<file path="config.mk">
export PLATFORM = sky130hd
export DESIGN_NAME = gpio_port
export DESIGN_NICKNAME = d
export VERILOG_FILES = /design/src/rtl/gpio_pkg.sv /design/src/rtl/gpio_decode.sv /design/src/rtl/gpio_regs.sv /design/src/rtl/gpio_sync.sv /design/src/rtl/gpio_port.sv
export SDC_FILE = /design/constraint.sdc
export NUM_CORES = 1
export LEC_CHECK = 0
export BUFFER_PORTS_ARGS = -buffer_cell sky130_fd_sc_hd__buf_2
export CAP_MARGIN = 20
export CORE_UTILIZATION = 25
export CTS_CLUSTER_SIZE = 25
export DETAILED_ROUTE_END_ITERATION = 8
export GPL_TIMING_DRIVEN = 0
export PLACE_DENSITY = 0.53
export REMOVE_ABC_BUFFERS = 1
export SLEW_MARGIN = 20
export SYNTH_ARGS = -nofsm -noshare
export SYNTH_HDL_FRONTEND = slang
export SYNTH_SLANG_ARGS = --single-unit
</file>
<file path="constraint.sdc">
create_clock -name clk_i -period 4.8 [get_ports clk_i]
set_clock_uncertainty 0.15 [all_clocks]
set_input_delay 1.2 -clock clk_i [delete_from_list [all_inputs] [get_ports clk_i]]
set_output_delay 1.2 -clock clk_i [all_outputs]
set_load 0.05 [all_outputs]
</file>
<file path="src/rtl/gpio_pkg.sv">
package gpio_pkg;
  typedef enum logic [1:0] {
    OFS_PIN  = 2'd0,
    OFS_DIR  = 2'd1,
    OFS_LVL  = 2'd2,
    OFS_NONE = 2'd3
  } gpio_ofs_e;

  typedef struct packed {
    logic wr_dir;
    logic wr_lvl;
    logic wr_tgl;
    logic rd_pin;
    logic rd_dir;
    logic rd_lvl;
  } gpio_acc_t;
endpackage

</file>
<file path="src/rtl/gpio_decode.sv">
module gpio_decode
  import gpio_pkg::*;
#(
  parameter int unsigned ADDR_W = 8,
  parameter int unsigned BASE   = 32'h20
) (
  input  logic              sel_i,
  input  logic              we_i,
  input  logic [ADDR_W-1:0] addr_i,
  output gpio_acc_t         acc_o
);
  localparam logic [ADDR_W-1:0] BASE_V = ADDR_W'(BASE);
  localparam int unsigned       HI     = ADDR_W - 1;

  logic      hit;
  gpio_ofs_e ofs;

  assign hit = sel_i && (addr_i[HI:2] == BASE_V[HI:2]);
  assign ofs = gpio_ofs_e'(addr_i[1:0]);

  always_comb begin
    acc_o = '0;
    if (hit) begin
      unique case (ofs)
        OFS_PIN: begin acc_o.wr_tgl = we_i; acc_o.rd_pin = !we_i; end
        OFS_DIR: begin acc_o.wr_dir = we_i; acc_o.rd_dir = !we_i; end
        OFS_LVL: begin acc_o.wr_lvl = we_i; acc_o.rd_lvl = !we_i; end
        default: acc_o = '0;
      endcase
    end
  end
endmodule

</file>
<file path="src/rtl/gpio_regs.sv">
module gpio_regs
  import gpio_pkg::*;
#(
  parameter int unsigned WIDTH = 8
) (
  input  logic             clk_i,
  input  logic             rst_ni,
  input  gpio_acc_t        acc_i,
  input  logic [WIDTH-1:0] wdata_i,
  output logic [WIDTH-1:0] dir_o,
  output logic [WIDTH-1:0] lvl_o
);
  always_ff @(posedge clk_i or negedge rst_ni) begin
    if (!rst_ni) begin
      dir_o <= '0;
      lvl_o <= '0;
    end else begin
      if (acc_i.wr_dir) dir_o <= wdata_i;
      // one address per access: direct write and toggle are exclusive
      if (acc_i.wr_lvl)      lvl_o <= wdata_i;
      else if (acc_i.wr_tgl) lvl_o <= lvl_o ^ wdata_i;
    end
  end
endmodule

</file>
<file path="src/rtl/gpio_sync.sv">
module gpio_sync #(
  parameter int unsigned WIDTH  = 8,
  parameter int unsigned STAGES = 2
) (
  input  logic             clk_i,
  input  logic             rst_ni,
  input  logic [WIDTH-1:0] async_i,
  output logic [WIDTH-1:0] sync_o
);
  for (genvar b = 0; b < WIDTH; b++) begin : g_bit
    logic [STAGES-1:0] chain;
    always_ff @(posedge clk_i or negedge rst_ni) begin
      if (!rst_ni) chain <= '0;
      else         chain <= {chain[STAGES-2:0], async_i[b]};
    end
    assign sync_o[b] = chain[STAGES-1];
  end
endmodule

</file>
<file path="src/rtl/gpio_port.sv">
module gpio_port
  import gpio_pkg::*;
#(
  parameter int unsigned WIDTH  = 8,
  parameter int unsigned ADDR_W = 8,
  parameter int unsigned BASE   = 32'h20,
  parameter int unsigned SYNC_N = 2
) (
  input  logic              clk_i,
  input  logic              rst_ni,
  input  logic              sel_i,
  input  logic              we_i,
  input  logic [ADDR_W-1:0] addr_i,
  input  logic [WIDTH-1:0]  wdata_i,
  output logic [WIDTH-1:0]  rdata_o,
  input  logic [WIDTH-1:0]  pad_i,
  output logic [WIDTH-1:0]  pad_o,
  output logic [WIDTH-1:0]  pad_oe_o
);
  gpio_acc_t        acc;
  logic [WIDTH-1:0] dir_q, lvl_q, pin_s;

  gpio_decode #(.ADDR_W(ADDR_W), .BASE(BASE)) u_dec (
    .sel_i (sel_i),
    .we_i  (we_i),
    .addr_i(addr_i),
    .acc_o (acc)
  );

  gpio_regs #(.WIDTH(WIDTH)) u_regs (
    .clk_i  (clk_i),
    .rst_ni (rst_ni),
    .acc_i  (acc),
    .wdata_i(wdata_i),
    .dir_o  (dir_q),
    .lvl_o  (lvl_q)
  );

  gpio_sync #(.WIDTH(WIDTH), .STAGES(SYNC_N)) u_sync (
    .clk_i  (clk_i),
    .rst_ni (rst_ni),
    .async_i(pad_i),
    .sync_o (pin_s)
  );

  always_comb begin
    rdata_o = '0;
    if (acc.rd_pin) rdata_o = pin_s;
    if (acc.rd_dir) rdata_o = dir_q;
    if (acc.rd_lvl) rdata_o = lvl_q;
  end

  assign pad_o    = lvl_q;
  assign pad_oe_o = dir_q;
endmodule

</file>
==> impl_metrics.csv, run 1 <==
group,metric,value,unit
place,port_buffers,51,
pwr,total_leakage_power,0.857,nW
synth,synth_area_leader_cell,"dfrtp_1",
run_status,status,"finished, final reports clean",
global_route,grt_max_degree,33,
worst_setup_path,cp_top_family,"simple AND/OR/NAND/NOR gates",
worst_setup_path,path_class,"in2out",
worst_hold_path,min_from,"u_sync.g_bit[1].chain[0]",
cts,htreeDepth,2,
place,routabilityCongestion,0.691,
synth,synth_cells,111,
sta,slew_viol_final,0,
drt,drcViolationCount,0,
sta,grt_setup_unrepaired,"no",
synth,avgSynthCellArea,12.8,um2
global_route,busiest_layer,"met2",
pwr,p_comb_share,11.9,%
global_route,grt_pass1_wl,5600,um
global_route,track_usage,12.4,%
synth,synth.distinct_cells,26,
floorplanning,pin_count,52,
synth,synthesis.area,1420,um2
layout,n_antenna_cell,0,
worst_setup_path,startpoint_type,"input pin",
worst_setup_path,required,3.45,ns
pwr,ir_drop,0.174,mV
place,dpl.hpwl,2370,um
worst_setup_path,cp_data_arrival_time,3.26,ns
sta,setup_violations,0,
drt,wire_per_inst,14.5,um
layout,fillCellCount,579,
floorplanning,die-height,77.3,um
drt,drtIter0Drc,13,
cts,cts.sinks,32,
sta,max_slew_margin,37.6,%
layout,utilization,33.5,%
worst_setup_path,cp_common_cell,"buf_2",
layout,area_growth,29.3,%
worst_setup_path,cpMaxStageDelayCell,"nor4b_2",
worst_setup_path,path_buf_inv,2,
global_route,grt_pass1_vias,1108,
flow_run,drv_cap,0,
global_route,gr-usage-met1,15.9,%
cts,cts_tree,"yes",
pwr,switchingPower,0.000141,W
layout,nets,193,
pwr,sw_frac_of_total,26.0,%
synth,synth_top_cell_area_share,56.5,%
sta,max_freq,217,MHz
synth,yosys_warnings,0,
sta,hold_violations,0,
sta,fin_crit,4.61,ns
pwr,power.density,295,nW/um2
worst_setup_path,critPathLaunch,"addr_i[6]",
floorplanning,start_util,25.9,%
drt,wl,3430,um
layout,final_layout_size_suffix_gt1_share,43.0,%
synth,yosys-top-cells-area,"dfrtp_1, mux2_2, mux2i_1",
worst_setup_path,critPathMaxFanout,9,
cts,cts_max_path_buffers,2,
floorplanning,core_area,5470,um2
cts,clockRootBuffer,"clkbuf_8",
worst_setup_path,r2r_setup_slack,3.79,ns
global_route,overflow,0,
global_route,grtUsageMet2,19.6,%
floorplanning,die_area,5980,um2
drt,route.antenna.remaining_nets,0,
worst_setup_path,path_cells,"buf_2, nor4b_2, nand3_1, o2bb2ai_1, buf_2",
worst_hold_path,hold_path_class,"reg2reg",
worst_setup_path,r2r_start,"u_regs.lvl_o[6]",
sta,fin_tns_setup,0,ns
synth,synth_seq_cells,32,
cts,post_cts_buffers,0,
global_route,antenna_found_initial,0,
worst_setup_path,worstSetupEndpointType,"output port",
drt,firstDrtPassIters,4,
worst_setup_path,slowest_delay,0.82,ns
global_route,use_met3,2.98,%
drt,via_per_inst,4.70,
sta,finalCritPeriodShare,96.0,%
floorplanning,fp.dieW,77.3,um
cts,clk_pin_slew_worst_paths,0.07,ns
pwr,p_clk_share,35.1,%
pwr,internal_power,0.000401,W
synth,seq_area_frac_synth,56.5,%
pwr,p_seq_share,52.9,%
cts,cts_buffers,5,
floorplanning,rows,27,
sta,worstMarginPinSlew,0.933,ns
drt,vias,1115,
cts,clk_latency,0.28,ns
==> cells in the final DEF (no fill, tap or decap), types with 3 or more instances in the layout <==
| cell | instances |
|---|---|
| buf_2 | 51 |
| dfrtp_1 | 32 |
| mux2i_1 | 8 |
| o2bb2ai_1 | 8 |
| mux2_2 | 8 |
| o21ai_0 | 8 |
| nand3b_1 | 6 |
| a41oi_1 | 6 |
| a21oi_1 | 6 |
| clkbuf_8 | 5 |
| nand3_1 | 3 |
==> flip-flops by register name, summed over array words and instances (netlist names) <==
register,count
u_regs.dir_o,8
u_regs.lvl_o,8
u_sync.g_bit.chain,16
==> final timing paths <==
check / end / depth (start not counted)
max: rdata_o[1] / 5
min: u_sync.g_bit[1].chain[1] / 0
max reg2reg: u_regs.lvl_o[6] / 3
min reg2reg: u_sync.g_bit[1].chain[1] / 0
max in group asynchronous: u_regs.dir_o[6] / 1
min in group asynchronous: u_regs.dir_o[2] / 1
==> logic make-up (layout without fill, tap and decap cells) <==
| logic type | Yosys count | in the layout | synth area share (%) |
|---|---|---|---|
| AOI/OAI and AO/OA | 30 | 30 | 14.7 |
| buffers and inverters | 6 | 60 | 1.68 |
| DFF | 32 | 32 | 56.5 |
| muxes | 16 | 16 | 12.0 |
| and+or+nand+nor | 27 | 27 | 15.2 |
==> repair_timing <==
action                                  CTS  global route
hold buffers                              0             0
endpoints found under the setup margin    0             8
resized for setup                         0             1
==> area by class of cell <==
cell class                      count  area [um2]  share of cell area (%)
Clock buffer                        6        72.6                    3.96
Clock inverter                      1        5.00                   0.273
Inverter                            2        7.51                   0.410
Multi-Input combinational cell     73         602                    32.8
Sequential cell                    32         801                    43.7
Tap cell                           72        90.1                    4.91
Timing Repair Buffer               51         255                    13.9
==> worst reg2reg max path: cells and delay by family, from the launching register on <==
kind | cells | cell delay [ns]
flip-flops | 1 | 0.42
AND/OR/NAND/NOR | 3 | 0.38
==> through the flow <==
stage	setup slack (ns)	hold slack (ns)	instance area, um2	instances	total power [W]
3_5_place_dp	0.0360	0.187	1750	230	0.000356
6_report	0.192	0.190	1830	237	0.000541
4_1_cts	0.0279	0.197	1820	237	0.000553
5_1_grt	0.00944	0.205	1830	237	0.000572
3_3_place_gp	0.00418	0.181	1750	230	0.000356
2_1_floorplan	0.542	0.181	1400	107	0.000323
==> cells in the mapped netlist (all sizes together) <==
library cell	n
clkbuf	3
nor2b	2
nor4	2
and2	2
nand3	3
nand4	2
inv	2
o31ai	2
nor4b	3
or4b	2
or3b	1
nor3	1
a21oi	6
o2bb2ai	8
buf	1
nand2	1
a41oi	6
dfrtp	32
nand3b	6
nor2	2
mux2	8
mux2i	8
o21ai	8
==> power groups by stage <==
stage                     registers [W]  logic [W]  clock network [W]
after floorplan                0.000306  0.0000172                  0
after global placement         0.000292  0.0000641                  0
after detailed placement       0.000292  0.0000648                  0
after CTS                      0.000287  0.0000649           0.000201
after global routing           0.000288  0.0000706           0.000214
final                          0.000287  0.0000645           0.000190
==> metal layers <==
| layer | wire length [um] | vias to the layer above |
|---|---|---|
| li1 | - | 536 |
| met1 | 1710 | 541 |
| met2 | 1570 | 33 |
| met3 | 95 | 5 |
| met4 | 56 | 0 |
| met5 | 0 | - |
No activity file was read; power rests on OpenSTA's default activity.
==> run 2, diff against run 1 <==
==> constraint.sdc (replaced) <==
create_clock -name clk_i -period 5.4 [get_ports clk_i]
set_clock_uncertainty 0.15 [all_clocks]
set_input_delay 1.35 -clock clk_i [delete_from_list [all_inputs] [get_ports clk_i]]
set_output_delay 1.35 -clock clk_i [all_outputs]
set_load 0.05 [all_outputs]
==> impl_metrics.csv, run 2 (synthesis gave the netlist of run 1 again) <==
group,metric,value,unit
layout,nets,193,
layout,final_area,1820,um2
pwr,power.density,264,nW/um2
cts,cts_max_path_buffers,2,
drt,firstDrtPassIters,4,
worst_setup_path,path_class,"in2out",
layout,final_layout_size_suffix_gt1_share,43.0,%
pwr,ir_drop,0.154,mV
place,routabilityCongestion,0.691,
cts,cts_tree,"yes",
drt,vias,1117,
layout,top_regs,"u_sync.g_bit.chain x16, u_regs.dir_o x8, u_regs.lvl_o x8",
layout,fillCellCount,582,
worst_setup_path,cpMaxStageDelayCell,"nor4_2",
layout,top_register,"u_sync.g_bit.chain",
pwr,p_clk_share,35.2,%
pwr,p_seq_share,52.9,%
pwr,internal_power,0.000356,W
sta,max_freq,200,MHz
global_route,grt_pass1_wl,5600,um
worst_setup_path,regToRegEndpoint,"u_regs.lvl_o[6]",
floorplanning,core_area,5470,um2
worst_setup_path,worstSetupEndpointType,"output port",
cts,ctsHoldBuffers,0,
cts,clk_latency,0.28,ns
cts,htreeDepth,2,
drt,wire_per_inst,14.5,um
cts,clockRootBuffer,"clkbuf_8",
drt,drtIter0Drc,11,
sta,hold_violations,0,
sta,whs,0.190,ns
worst_setup_path,startpoint_type,"input pin",
sta,slew_viol_final,0,
global_route,grt_pass1_vias,1108,
sta,grt_setup_unrepaired,"no",
floorplanning,start_util,25.9,%
worst_setup_path,path_cells,"buf_2, or4b_2, nor4_2, o2bb2ai_1, buf_2",
worst_setup_path,worstRegToRegCells,3,
worst_setup_path,cp_common_cell,"buf_2",
layout,largest_reg_flops,16,
pwr,switchingPower,0.000125,W
cts,cts.sinks,32,
global_route,overflow,0,
worst_hold_path,hold_path_class,"reg2reg",
run_status,status,"finished, final reports clean",
sta,max_slew_margin,36.2,%
sta,fin_tns_setup,0,ns
sta,finalCritPeriodShare,92.7,%
floorplanning,die-height,77.3,um
layout,area_growth,28.7,%
worst_setup_path,cp_data_arrival_time,3.51,ns
sta,worstMarginPinSlew,0.949,ns
worst_setup_path,critPathMaxFanout,11,
cts,post_cts_buffers,0,
floorplanning,die_area,5980,um2
drt,drcViolationCount,0,
global_route,track_usage,12.4,%
pwr,sw_frac_of_total,26.0,%
sta,fin_crit,5.01,ns
cts,post_cts_resized,0,
sta,setup_violations,0,
drt,wl,3430,um
worst_setup_path,required,3.90,ns
place,placedInstanceArea,1750,um2
flow_run,drv_cap,0,
worst_setup_path,r2r_setup_slack,4.39,ns
worst_setup_path,slowest_delay,0.74,ns
drt,route.antenna.remaining_nets,0,
global_route,grt_max_degree,33,
pwr,total_leakage_power,0.853,nW
place,port_buffers,51,
layout,seqCellArea,801,um2
worst_hold_path,holdPathEnd,"u_sync.g_bit[1].chain[1]",
floorplanning,fp.dieW,77.3,um
floorplanning,rows,27,
pwr,p_comb_share,11.8,%
worst_hold_path,min_from,"u_sync.g_bit[1].chain[0]",
cts,cts_buffers,5,
worst_setup_path,r2r_start,"u_regs.lvl_o[6]",
layout,final_cell_mix,"buf_2, dfrtp_1",
place,dpl.hpwl,2370,um
drt,via_per_inst,4.71,
layout,final_common_cell,"buf_2",
layout,n_antenna_cell,0,
cts,clk_pin_slew_worst_paths,0.07,ns
floorplanning,pin_count,52,
worst_hold_path,min_path_cells,0,
global_route,antenna_found_initial,0,
layout,multi_input_area,593,um2
==> run 2: cell count changes in the layout (fill, tap and decap cells not counted) <==
cell / before / now
nor4_4: 2 / 1
nor4_2: 0 / 1
==> run 2: worst max path at each step <==
stage,slack [ns],from,endpoint
2_1_floorplan,0.84,addr_i[6],rdata_o[0]
5_1_grt,0.23,addr_i[0],rdata_o[1]
3_5_place_dp,0.34,addr_i[0],rdata_o[1]
4_1_cts,0.33,addr_i[0],rdata_o[1]
6_report,0.39,addr_i[0],rdata_o[1]
3_3_place_gp,0.30,addr_i[0],rdata_o[3]
==> run 2: power groups by stage <==
stage          Clock, W  Sequential (W)  Combinational [W]
3_3_place_gp          0        0.000259          0.0000570
4_1_cts        0.000179        0.000255          0.0000577
2_1_floorplan         0        0.000272          0.0000153
3_5_place_dp          0        0.000259          0.0000576
5_1_grt        0.000190        0.000256          0.0000623
6_report       0.000170        0.000255          0.0000569
==> run 2: layout make-up <==
class	count	share of cell area, %
Clock buffer	6	3.98
Clock inverter	1	0.274
Inverter	2	0.412
Multi-Input combinational cell	73	32.5
Sequential cell	32	43.9
Tap cell	72	4.94
Timing Repair Buffer	51	14.0
==> run 2: per-layer routing <==
layer  global-route usage (%)  wire (um)
met1                     15.9       1690
met4                     5.09         58
met3                     2.98        115
met2                     19.6       1570
met5                        0          0
==> run 2: through the flow <==
stage          util (%)  worst slack (ns)  power (W)  std cells
6_report           33.3             0.393   0.000481        237
5_1_grt            33.3             0.227   0.000508        237
4_1_cts            33.3             0.328   0.000491        237
3_5_place_dp       31.9             0.336   0.000317        230
3_3_place_gp       31.9             0.304   0.000316        230
2_1_floorplan         -             0.842   0.000287        107
==> run 2: worst max-delay path: cells and delay by family <==
| family | cells | cell delay, ns |
|---|---|---|
| simple gates | 2 | 1.45 |
| compound gates | 1 | 0.19 |
| buf+inv | 2 | 0.51 |
==> run 3, diff against run 2 <==
--- a/config.mk
+++ b/config.mk
@@ -12,7 +12,6 @@
 export DETAILED_ROUTE_END_ITERATION = 8
 export GPL_TIMING_DRIVEN = 0
 export PLACE_DENSITY = 0.53
-export REMOVE_ABC_BUFFERS = 1
 export SLEW_MARGIN = 20
 export SYNTH_ARGS = -nofsm -noshare
 export SYNTH_HDL_FRONTEND = slang
==> impl_metrics.csv, run 3 (synthesis gave the netlist of run 1 again) <==
group,metric,value,unit
run_status,status,"finished, final reports clean",
worst_setup_path,required,3.90,ns
drt,route.antenna.remaining_nets,0,
layout,seqCellArea,801,um2
worst_setup_path,cp_data_arrival_time,3.49,ns
layout,final_cell_mix,"buf_2, dfrtp_1",
place,routabilityCongestion,0.733,
floorplanning,die_area,5980,um2
cts,cts_tree,"yes",
drt,drtIter0Drc,55,
layout,largest_reg_flops,16,
floorplanning,start_util,25.9,%
pwr,power.density,276,nW/um2
sta,max_freq,200,MHz
global_route,grt_max_degree,33,
flow_run,drv_cap,0,
cts,htreeDepth,2,
drt,vias,1174,
layout,top_register,"u_sync.g_bit.chain",
global_route,antenna_found_initial,0,
worst_hold_path,hold_path_class,"reg2reg",
floorplanning,rows,27,
sta,worstMarginPinSlew,0.994,ns
cts,ctsHoldBuffers,0,
layout,n_antenna_cell,0,
layout,final_layout_size_suffix_gt1_share,43.2,%
sta,max_slew_margin,33.2,%
drt,drcViolationCount,0,
sta,slew_viol_final,0,
drt,via_per_inst,4.87,
sta,hold_violations,0,
place,dpl.hpwl,2520,um
layout,nets,197,
floorplanning,pin_count,52,
pwr,total_leakage_power,0.868,nW
floorplanning,die-height,77.3,um
sta,fin_tns_setup,0,ns
layout,area_growth,31.2,%
cts,clk_latency,0.28,ns
layout,utilization,34.0,%
sta,grt_setup_unrepaired,"no",
floorplanning,fp.dieW,77.3,um
layout,top_regs,"u_sync.g_bit.chain x16, u_regs.dir_o x8, u_regs.lvl_o x8",
global_route,overflow,0,
worst_setup_path,worstSetupEndpointType,"output port",
drt,firstDrtPassIters,4,
layout,fillCellCount,570,
global_route,grt_pass1_wl,5660,um
pwr,ir_drop,0.156,mV
cts,clk_pin_slew_worst_paths,0.07,ns
global_route,track_usage,12.6,%
synth,syn_nets,139,
worst_setup_path,startpoint_type,"input pin",
cts,post_cts_resized,0,
worst_setup_path,path_class,"in2out",
cts,clockRootBuffer,"clkbuf_8",
cts,cts_max_path_buffers,2,
cts,cts_buffers,5,
sta,finalCritPeriodShare,92.4,%
drt,wl,3610,um
cts,cts.sinks,32,
place,dp.cells,234,
sta,whs,0.187,ns
global_route,grt_pass1_vias,1128,
sta,setup_violations,0,
place,placedInstanceArea,1760,um2
cts,post_cts_buffers,0,
place,port_buffers,51,
sta,fin_crit,4.99,ns
layout,fin_cells,241,
layout,final_area,1860,um2
drt,wire_per_inst,15.0,um
layout,final_common_cell,"buf_2",
floorplanning,core_area,5470,um2
layout,multi_input_area,593,um2
worst_setup_path,critPathMaxFanout,8,
==> run 3: changes by cell type in the layout (fill, tap and decap cells not counted), sizes merged <==
cell    delta
clkbuf     +4
buf        +1
clkinv     -1
==> run 3: path summary, 6_finish.rpt <==
check | startpoint | cells after the start | end | slack [ns]
min reg2reg | u_sync.g_bit[3].chain[0] | 0 | u_sync.g_bit[3].chain[1] | 0.19
min in group asynchronous | rst_ni | 1 | u_regs.lvl_o[0] | 0.96
max reg2reg | u_regs.lvl_o[7] | 3 | u_regs.lvl_o[7] | 4.41
min | u_sync.g_bit[3].chain[0] | 0 | u_sync.g_bit[3].chain[1] | 0.19
max in group asynchronous | rst_ni | 1 | u_regs.lvl_o[7] | 3.69
max | addr_i[4] | 5 | rdata_o[3] | 0.41
==> run 3: critical path: stages <==
cell and delay [ns]:
buf_2 0.12, or4b_2 0.74, nor4_2 0.78, o2bb2ai_1 0.21
buf_2 0.29
==> run 3: final cells by class <==
cell class                 count  share of cell area (%)
inverter                       2                   0.404
buffer                         4                   0.875
multi-input combinational     73                    31.9
sequential                    32                    43.1
clock buffer                   7                    5.18
tap                           72                    4.85
timing repair buffer          51                    13.7
==> run 3: per-stage QoR <==
stage	power (W)	setup WS, ns
2_1_floorplan	0.000290	0.842
3_3_place_gp	0.000317	0.431
3_5_place_dp	0.000318	0.424
4_1_cts	0.000520	0.404
5_1_grt	0.000535	0.289
6_report	0.000513	0.408
==> run 3: where the power goes <==
part | total (W) | internal, W | switching, W | leakage, nW
Sequential | 0.000255 | 0.000250 | 0.00000537 | 0.398
Clock | 0.000200 | 0.000113 | 0.0000869 | 0.0503
Combinational | 0.0000580 | 0.0000196 | 0.0000383 | 0.420
Total | 0.000513 | 0.000383 | 0.000131 | 0.868
==> run 3: per-layer routing <==
metal	global-route usage, %	vias to the layer above	routed length, um
met2	19.8	52	1640
li1	-	542	-
met4	4.72	0	49
met3	3.81	5	301
met5	0	-	0
met1	16.2	575	1620
